**src/rtl/rpf_pkg.sv**
```systemverilog
// Shared types for the root port request filter.
// Assumes an 8-bit bus number and a 16-bit register data path.
package rpf_pkg;

    typedef enum logic [2:0] {
        RQ_MEM  = 3'd0,
        RQ_IO   = 3'd1,
        RQ_CFG0 = 3'd2,
        RQ_CFG1 = 3'd3,
        RQ_MSG  = 3'd4,
        RQ_CPL  = 3'd5
    } rq_kind_e;

    typedef enum logic [1:0] {
        VD_ACCEPT = 2'b00,
        VD_BLOCK  = 2'b01,
        VD_UNSUP  = 2'b10,
        VD_MALF   = 2'b11
    } verdict_e;

    localparam logic [1:0] PS_FULL = 2'b00;
    localparam logic [1:0] PS_LOW  = 2'b11;

    localparam logic [1:0] ADDR_PS    = 2'd0;
    localparam logic [1:0] ADDR_CTRL  = 2'd1;
    localparam logic [1:0] ADDR_BOUND = 2'd2;

endpackage

```
**src/rtl/rpf_cfg_regs.sv**
```systemverilog
// Register file for the filter: power state, control bits and bus bounds.
// A write of an illegal power-state encoding is dropped.
// Read data is combinational from the address.
// Assumes DATA_W >= 2*BUS_W.
module rpf_cfg_regs
    import rpf_pkg::*;
#(
    parameter int BUS_W  = 8,
    parameter int DATA_W = 16
) (
    input  logic              clk,
    input  logic              rst_n,
    input  logic              we,
    input  logic [1:0]        addr,
    input  logic [DATA_W-1:0] wdata,
    output logic [DATA_W-1:0] rdata,
    output logic [1:0]        ps_o,
    output logic              hold_o,
    output logic              chk_o,
    output logic [BUS_W-1:0]  lo_o,
    output logic [BUS_W-1:0]  hi_o
);
    localparam int PAD_PS   = DATA_W - 2;
    localparam int PAD_BND  = DATA_W - 2*BUS_W;

    logic [1:0]       ps_q;
    logic             hold_q;
    logic             chk_q;
    logic [BUS_W-1:0] lo_q;
    logic [BUS_W-1:0] hi_q;
    logic             ps_legal;

    // Decide whether the incoming power-state value is an accepted encoding.
    always_comb begin
        ps_legal = (wdata[1:0] == PS_FULL) || (wdata[1:0] == PS_LOW);
    end

    // Hold the power-state field; illegal encodings are ignored.
    always_ff @(posedge clk) begin
        if (!rst_n) begin
            ps_q <= PS_FULL;
        end else if (we && addr == ADDR_PS && ps_legal) begin
            ps_q <= wdata[1:0];
        end
    end

    // Hold the hold-off and range-check enable bits.
    always_ff @(posedge clk) begin
        if (!rst_n) begin
            hold_q <= 1'b0;
            chk_q  <= 1'b0;
        end else if (we && addr == ADDR_CTRL) begin
            hold_q <= wdata[0];
            chk_q  <= wdata[1];
        end
    end

    // Hold the lower and upper bus-number bounds.
    always_ff @(posedge clk) begin
        if (!rst_n) begin
            lo_q <= '0;
            hi_q <= '0;
        end else if (we && addr == ADDR_BOUND) begin
            lo_q <= wdata[BUS_W-1:0];
            hi_q <= wdata[2*BUS_W-1:BUS_W];
        end
    end

    // Multiplex the read-back word.
    always_comb begin
        unique case (addr)
            ADDR_PS:    rdata = {{PAD_PS{1'b0}}, ps_q};
            ADDR_CTRL:  rdata = {{PAD_PS{1'b0}}, chk_q, hold_q};
            ADDR_BOUND: rdata = {{PAD_BND{1'b0}}, hi_q, lo_q};
            default:    rdata = '0;
        endcase
    end

    assign ps_o   = ps_q;
    assign hold_o = hold_q;
    assign chk_o  = chk_q;
    assign lo_o   = lo_q;
    assign hi_o   = hi_q;

    AST_PS_ENCODING: assert property (@(posedge clk) disable iff (!rst_n)
        (ps_q == PS_FULL) || (ps_q == PS_LOW));

    AST_PS_IGNORE_BAD: assert property (@(posedge clk) disable iff (!rst_n)
        (we && addr == ADDR_PS && (wdata[1:0] == 2'b01 || wdata[1:0] == 2'b10))
        |=> $stable(ps_q));

endmodule

```
**src/rtl/rpf_classify.sv**
```systemverilog
// Combinational verdict for one request descriptor.
// Priority: hold-off, then power-state gate, then bus-range check, then accept.
// Only memory requests are range checked.
module rpf_classify
    import rpf_pkg::*;
#(
    parameter int BUS_W = 8
) (
    input  logic [1:0]       ps,
    input  logic             hold,
    input  logic             chk,
    input  logic [BUS_W-1:0] lo,
    input  logic [BUS_W-1:0] hi,
    input  logic [2:0]       kind,
    input  logic             posted,
    input  logic [BUS_W-1:0] bus,
    output logic [1:0]       code,
    output logic             fatal
);
    logic     low_power;
    logic     gated_kind;
    logic     in_range;
    logic     range_err;
    verdict_e vd;

    // Work out the power gate and the range test.
    always_comb begin
        low_power  = (ps == PS_LOW);
        gated_kind = (kind == RQ_MEM) || (kind == RQ_IO) || (kind == RQ_CFG1);
        in_range   = (bus >= lo) && (bus <= hi);
        range_err  = chk && (kind == RQ_MEM) && !in_range;
    end

    // Apply the verdict priority.
    always_comb begin
        fatal = 1'b0;
        if (hold) begin
            vd = VD_BLOCK;
        end else if (low_power && gated_kind) begin
            vd = VD_BLOCK;
        end else if (range_err && posted) begin
            vd = VD_UNSUP;
        end else if (range_err) begin
            vd    = VD_MALF;
            fatal = 1'b1;
        end else begin
            vd = VD_ACCEPT;
        end
        code = vd;
    end

endmodule

```
**src/rtl/rpf_filter.sv**
```systemverilog
// Top of the root port inbound request filter.
// Registers are written through cfg_*. Each request offered on req_* gets a
// registered verdict one cycle later. Assumes writes and requests are not
// issued in the same cycle when the verdict must reflect the new settings.
module rpf_filter
    import rpf_pkg::*;
#(
    parameter int BUS_W  = 8,
    parameter int DATA_W = 16
) (
    input  logic              clk,
    input  logic              rst_n,
    input  logic              cfg_we,
    input  logic [1:0]        cfg_addr,
    input  logic [DATA_W-1:0] cfg_wdata,
    output logic [DATA_W-1:0] cfg_rdata,
    input  logic              req_valid,
    input  logic [2:0]        req_type,
    input  logic              req_posted,
    input  logic [BUS_W-1:0]  req_bus,
    output logic              vrd_valid,
    output logic [1:0]        vrd_code,
    output logic              vrd_fatal
);
    logic [1:0]       ps;
    logic             hold;
    logic             chk;
    logic [BUS_W-1:0] lo;
    logic [BUS_W-1:0] hi;
    logic [1:0]       nxt_code;
    logic             nxt_fatal;
    logic             valid_q;
    logic [1:0]       code_q;
    logic             fatal_q;

    rpf_cfg_regs #(.BUS_W(BUS_W), .DATA_W(DATA_W)) u_regs (
        .clk    (clk),
        .rst_n  (rst_n),
        .we     (cfg_we),
        .addr   (cfg_addr),
        .wdata  (cfg_wdata),
        .rdata  (cfg_rdata),
        .ps_o   (ps),
        .hold_o (hold),
        .chk_o  (chk),
        .lo_o   (lo),
        .hi_o   (hi)
    );

    rpf_classify #(.BUS_W(BUS_W)) u_cls (
        .ps     (ps),
        .hold   (hold),
        .chk    (chk),
        .lo     (lo),
        .hi     (hi),
        .kind   (req_type),
        .posted (req_posted),
        .bus    (req_bus),
        .code   (nxt_code),
        .fatal  (nxt_fatal)
    );

    // Register the valid strobe every cycle.
    always_ff @(posedge clk) begin
        if (!rst_n) valid_q <= 1'b0;
        else        valid_q <= req_valid;
    end

    // Capture the verdict when a request is offered.
    always_ff @(posedge clk) begin
        if (!rst_n) begin
            code_q  <= VD_ACCEPT;
            fatal_q <= 1'b0;
        end else if (req_valid) begin
            code_q  <= nxt_code;
            fatal_q <= nxt_fatal;
        end
    end

    assign vrd_valid = valid_q;
    assign vrd_code  = code_q;
    assign vrd_fatal = fatal_q;

    AST_VALID_FOLLOWS: assert property (@(posedge clk) disable iff (!rst_n)
        req_valid |=> vrd_valid);

    AST_VALID_IDLE: assert property (@(posedge clk) disable iff (!rst_n)
        !req_valid |=> !vrd_valid);

    AST_HOLD_BLOCKS: assert property (@(posedge clk) disable iff (!rst_n)
        (req_valid && hold && !cfg_we) |=> (vrd_code == VD_BLOCK && !vrd_fatal));

    AST_LOW_CFG1_BLOCKED: assert property (@(posedge clk) disable iff (!rst_n)
        (req_valid && !cfg_we && ps == PS_LOW && req_type == RQ_CFG1)
        |=> (vrd_code == VD_BLOCK));

    AST_NONMEM_NO_RANGE_ERR: assert property (@(posedge clk) disable iff (!rst_n)
        (req_valid && !cfg_we && req_type != RQ_MEM)
        |=> (vrd_code != VD_UNSUP && vrd_code != VD_MALF));

    AST_READ_FATAL: assert property (@(posedge clk) disable iff (!rst_n)
        (req_valid && !cfg_we && !hold && ps == PS_FULL && chk && req_type == RQ_MEM
         && !req_posted && req_bus < lo)
        |=> (vrd_code == VD_MALF && vrd_fatal));

    AST_FATAL_ONLY_MALF: assert property (@(posedge clk) disable iff (!rst_n)
        vrd_fatal |-> (vrd_code == VD_MALF));

endmodule

```
**config.mk**
```make
export PLATFORM = sky130hd
export DESIGN_NAME = rpf_filter
export DESIGN_NICKNAME = d
export VERILOG_FILES = /design/src/rtl/rpf_pkg.sv /design/src/rtl/rpf_cfg_regs.sv /design/src/rtl/rpf_classify.sv /design/src/rtl/rpf_filter.sv
export SDC_FILE = /design/constraint.sdc
export NUM_CORES = 1
export LEC_CHECK = 0
export BUFFER_PORTS_ARGS = -buffer_cell sky130_fd_sc_hd__buf_4
export CAP_MARGIN = 10
export CORE_MARGIN = 5
export CORE_UTILIZATION = 53
export DETAILED_ROUTE_END_ITERATION = 7
export PLACE_DENSITY = 0.84
export SKIP_CTS_REPAIR_TIMING = 1
export SYNTH_ARGS = -nofsm -noshare
export SYNTH_HDL_FRONTEND = slang
export SYNTH_SLANG_ARGS = --single-unit
```
**constraint.sdc**
```tcl
create_clock -name clk -period 2.5 [get_ports clk]
set_input_delay 0.125 -clock clk [delete_from_list [all_inputs] [get_ports clk]]
set_output_delay 0.125 -clock clk [all_outputs]
set_load 0.01 [all_outputs]
```
Yosys cells after proc, flatten, opt, wreduce, memory -nomap -nowiden
Cells that the tools add are included.
{"block": "word_totals", "out_inout_bits": 20, "elab_cells": 41, "reg_bits": 24}
{"block": "classes", "n_eq_ne": 6, "n_mux": 9, "magnitude_cmp": 2, "reduce_logical": 16}
{"operator": "case mux 16 bit (3 select lines)", "n": 1}
{"operator": "logical AND 1 bit", "n": 9}
{"operator": "greater-or-equal comparator 8 bit", "n": 1}
{"operator": "<= comparator 8 bit", "n": 1}
{"operator": "2-to-1 mux 2 bit", "n": 4}
{"operator": "== test 2 bit (second input constant)", "n": 3}
{"operator": "zero test 2 bit", "n": 2}
{"operator": "2-to-1 mux 1 bit", "n": 4}
{"operator": "== test 3 x 1 -> 1 bit (second input constant)", "n": 1}
{"operator": "== test 3 x 2 -> 1 bit (second input constant)", "n": 1}
{"operator": "zero test 3 bit", "n": 1}
{"operator": "logical OR 1 bit", "n": 3}
{"operator": "== test 2 x 1 -> 1 bit (second input constant)", "n": 1}
{"operator": "zero test 1 bit", "n": 1}

Logic depth before layout (Yosys ltp)
{"block": "logic_depth", "depth_word": 8, "depth_mapped": 7}

By module
Synthesis repeated with hierarchy kept, for this count alone.
{"block": "hier_totals", "cells_unflattened": 191, "area_unflattened_um2": 1581.5}
{"module": "rpf_cfg_regs", "seq_area_each_um2": 400.4, "cells_each": 114, "n_inst": 1, "area_per_inst_um2": 992.2}
{"module": "rpf_classify", "seq_area_each_um2": 0.0, "cells_each": 66, "n_inst": 1, "area_per_inst_um2": 452.9}
{"module": "rpf_filter", "seq_area_each_um2": 80.1, "cells_each": 11, "n_inst": 1, "area_per_inst_um2": 136.4}

Worst setup path before layout
Ideal clock, no wire load.
{"block": "synth_timing", "kind": "reg2reg", "from": "register u_regs.lo_q[3] (netlist: u_regs.lo_o[3])", "to": "register fatal_q (netlist: vrd_fatal)", "t_arrival_ps": 1432, "path_stages_with_launch": 8, "setup_time_ps": 117, "period_less_slack_ps": 1550, "required_ps": 2383, "path_slack_ps": 950, "cell_sequence": "dfxtp_1 -> inv_1 -> ha_1 -> o21a_1 -> o21ai_1 -> a221oi_1 -> o311ai_2 -> a32o_1"}
{"block": "synth_via", "elab_chain_len": 8, "elab_cells_between_ends": 9, "cone_classes": "order compare (1); mux (4); reduce/logical (4)"}
{"element": "start, declared", "line": "rpf_cfg_regs.sv:29", "source": "logic [BUS_W-1:0] lo_q;"}
{"element": "start signal, assigned", "line": "rpf_cfg_regs.sv:64", "source": "lo_q <= wdata[BUS_W-1:0];"}
{"element": "greater-or-equal comparator 8 bit *", "line": "rpf_classify.sv:30", "source": "in_range = (bus >= lo) && (bus <= hi);"}
{"element": "logical AND 1 bit *", "line": "rpf_classify.sv:30"}
{"element": "zero test 1 bit *", "line": "rpf_classify.sv:31", "source": "range_err = chk && (kind == RQ_MEM) && !in_range;"}
{"element": "logical AND 1 bit *", "line": "rpf_classify.sv:31"}
{"element": "2-to-1 mux 1 bit or logical AND 1 bit (tied branches)", "line": "rpf_classify.sv:43, rpf_classify.sv:41"}
{"element": "2-to-1 mux 1 bit *", "line": "rpf_classify.sv:41", "source": "end else if (range_err && posted) begin"}
{"element": "2-to-1 mux 1 bit *", "line": "rpf_classify.sv:39", "source": "end else if (low_power && gated_kind) begin"}
{"element": "2-to-1 mux 1 bit *", "line": "rpf_classify.sv:37", "source": "if (hold) begin"}
{"element": "end signal, assigned", "line": "rpf_filter.sv:76", "source": "fatal_q <= nxt_fatal;"}
{"element": "end, declared", "line": "rpf_filter.sv:34", "source": "logic fatal_q;"}
Every way passes the cells marked *; elsewhere a longest branch is shown, timed or not.
A chain may end at the register's enable or synchronous reset.

Final worst setup path
{"block": "layout_timing", "from": "register u_regs.lo_q[3] (netlist: u_regs.lo_o[3])", "to": "register code_q[1] (netlist: vrd_code[1])"}
{"block": "layout_via", "elab_chain_len": 8, "elab_cells_between_ends": 9, "cone_classes": "order compare (1); mux (4); reduce/logical (4)"}
{"element": "greater-or-equal comparator 8 bit *", "line": "rpf_classify.sv:30"}
{"element": "logical AND 1 bit *", "line": "rpf_classify.sv:30"}
{"element": "zero test 1 bit *", "line": "rpf_classify.sv:31"}
{"element": "logical AND 1 bit *", "line": "rpf_classify.sv:31"}
{"element": "2-to-1 mux 2 bit or logical AND 1 bit (tied branches)", "line": "rpf_classify.sv:43, rpf_classify.sv:41"}
{"element": "2-to-1 mux 2 bit *", "line": "rpf_classify.sv:41"}
{"element": "2-to-1 mux 2 bit *", "line": "rpf_classify.sv:39"}
{"element": "2-to-1 mux 2 bit *", "line": "rpf_classify.sv:37"}
{"element": "end signal, assigned", "line": "rpf_filter.sv:75", "source": "code_q <= nxt_code;"}
{"element": "end, declared", "line": "rpf_filter.sv:33", "source": "logic [1:0] code_q;"}
Marks and branches as above.

==> results.json <==
{
  "status": "completed",
  "setup_viol_count_final": 0,
  "grt_setup_unrepaired": "false",
  "min_path_type": "in2reg",
  "fin_worst_skew_ns": 0.001473,
  "p_per_area_nw_per_um2": 370.9,
  "synth_common_cells": "nand2_1 (41), dfxtp_1 (24), inv_1 (19), ha_1 (16), and2_1 (11)",
  "vdd_ir_drop_max_uv": 375.5,
  "gp_congestion": 0.7945,
  "clockBufferDepth": 2,
  "ant_nets": 0,
  "hpwl_um": 2634,
  "maxSlewViolCount": 0,
  "clkSinkCount": 24,
  "drive_gt1_share_pct": 32.34,
  "drt_first_pass_iters": 4,
  "fmax_mhz": 602.9,
  "diodes": 0,
  "root_buffer": "clkbuf_4",
  "gr-total-overflow": 0,
  "vias": 1368,
  "drc_errors": 0,
  "finalCritPeriodShare_pct": 66.35,
  "syn_inst": 185,
  "portBuffers": 53,
  "dieArea_um2": 4095,
  "drtIter0Drc": 37,
  "cp-start-kind": "register",
  "period_needed_ns": 1.659,
  "hold_ws_ns": 0.05591,
  "clk_pin_slew_ns": 0.12,
  "dpl_worst_slack_ns": 0.8459,
  "fin_setup_tns_ns": 0,
  "netlist.area_leader.share_pct": 31.09,
  "die_w_um": 64.00,
  "wl_per_cell_um": 12.31,
  "via_per_inst": 5.143,
  "leakagePower_uw": 0.0008376,
  "core_um2": 2781,
  "cp_data_required_time_ns": 2.72,
  "grt_pass1_vias": 1347,
  "hold_violations": 0,
  "synth_top_cell_by_area": "dfxtp_1",
  "multi_input_area_um2": 945.9,
  "yosys-top-cells-area": "dfxtp_1 (31%), ha_1 (13%), nand2_1 (10%)",
  "path_class": "reg2reg",
  "maxSlewHeadroom_pct": 62.57,
  "insertion_delay_ns": 0.31,
  "wl_um": 3274,
  "crit_fanout": 3,
  "ys_async_sr_fraction_pct": 0,
  "power.total_uw": 725.7,
  "worst_ep_arrival_time_ns": 1.87,
  "synth_edf_count": 0,
  "die_h_um": 64.00,
  "syn_avg_cell_area_um2": 8.353,
  "synth_seq_cells": 24,
  "fin_area_um2": 1957,
  "initial_utilization_pct": 55.56,
  "htree_levels": 1,
  "grt_max_degree": 24,
  "synth_fp_nets": 235,
  "ff_latch_area_um2": 480.5,
  "ys_warn_count": 0,
  "grt_pass1_wl_um": 5623,
  "worst_slack_ns": 0.8413,
  "ioPinCount": 54,
  "drv_cap": 0,
  "yosysMostFrequentCell": "nand2_1",
  "track_usage_pct": 16.72,
  "cts_inserted_buffers": 3,
  "yosysSeqAreaShare_pct": 31.09,
  "fill_cells": 260,
  "yosysUniqueCellTypes": 35,
  "critPathCaptureType": "register",
  "rows": 19,
  "nNetsFinal": 287,
  "antenna_found_initial": 0,
  "tightest_slew_ns": 0.5601,
  "ys.flop_type": "dfxtp_1",
  "cts_tree": "done",
  "area_growth_pct": 26.64,
  "postPlaceCellArea_um2": 1934,
  "synth_area_um2": 1545
}
## per-stage QoR
stage / util [%] / std cells
after floorplan: - / 185
after global placement: 69.55 / 263
after detailed placement: 69.55 / 263
after CTS: 70.36 / 266
after global routing: 70.36 / 266
final: 70.36 / 266
## logic make-up after synthesis
group	share of synthesized area, %
muxes	1.296
buffers and inverters	7.692
AOI/OAI and AO/OA	21.94
adders and majority gates	12.96
and+or+nand+nor	25.02
DFF	31.09
## cells in the final DEF (no fill, tap or decap)
cell	netlist	routed
mux2i_1	2	2
a21oi_1	5	5
or4b_2	1	1
a41oi_1	1	1
nand2_1	41	41
o211ai_1	1	1
o21ai_1	1	1
and2_2	4	4
buf_4	0	53
nor4_1	1	1
ha_1	16	16
a211o_1	1	1
dfxtp_1	24	24
and2b_2	1	1
a32o_1	2	2
a21boi_2	10	10
o21a_1	1	1
nand3_1	3	3
nor2b_1	3	3
nor2_1	4	4
o311ai_2	1	1
clkbuf_4	0	3
o21ai_0	7	7
inv_1	19	19
nor2b_4	1	1
and2_4	1	1
nand4_1	3	3
nand2b_1	1	1
and2_1	11	11
and4bb_2	1	1
a22o_1	1	1
a221oi_1	1	1
a21boi_0	10	10
## worst max-delay path: stages, from the launching register on
cell and delay [ns]:
dfxtp_1 0.36, inv_1 0.05, ha_1 0.26, o21a_1 0.11, o21ai_1 0.05, a221oi_1 0.34
o311ai_2 0.15, a32o_1 0.24
## final cells by class
class                   count  area share, %
multi-input cells         136          48.34
clock buffers               3          1.151
well taps                  31          1.982
flip-flops and latches     24          24.55
inverters                  19          3.644
repair buffers             53          20.33
## final timing paths
check | start | to | slack [ns] | cells after the start
setup / recovery | u_regs.lo_o[3]$_SDFFE_PN0P_ | vrd_code[1]$_SDFFE_PN0P_ | 0.84 | 7
hold / removal | cfg_wdata[6] | u_regs.lo_o[6]$_SDFFE_PN0P_ | 0.06 | 3
setup reg to reg | u_regs.lo_o[3]$_SDFFE_PN0P_ | vrd_code[1]$_SDFFE_PN0P_ | 0.84 | 7
hold reg to reg | u_regs.hi_o[4]$_SDFFE_PN0P_ | u_regs.hi_o[4]$_SDFFE_PN0P_ | 0.48 | 2
## where the power goes
group	internal, uW	leakage [uW]	switching, uW	total (uW)
sequential	395	0.000195	8.17	403
clock	56.3	0.0000138	109	165
combinational	84.7	0.000629	72.9	158
## metal layers
layer	track usage (%)	wire length, um	up-vias
met4	6.234	48	0
met2	29.90	1642	31
met5	0	0	-
met3	3.503	173	6
met1	19.32	1408	607
li1	-	-	724
## sequential cells by signal, summed over array words and instances (netlist names)
signal	cells
u_regs.ps_o	2
u_regs.hi_o	8
vrd_code	2
u_regs.hold_o	1
vrd_fatal	1
u_regs.chk_o	1
vrd_valid	1
u_regs.lo_o	8
No activity file was read; power rests on OpenSTA's default activity.
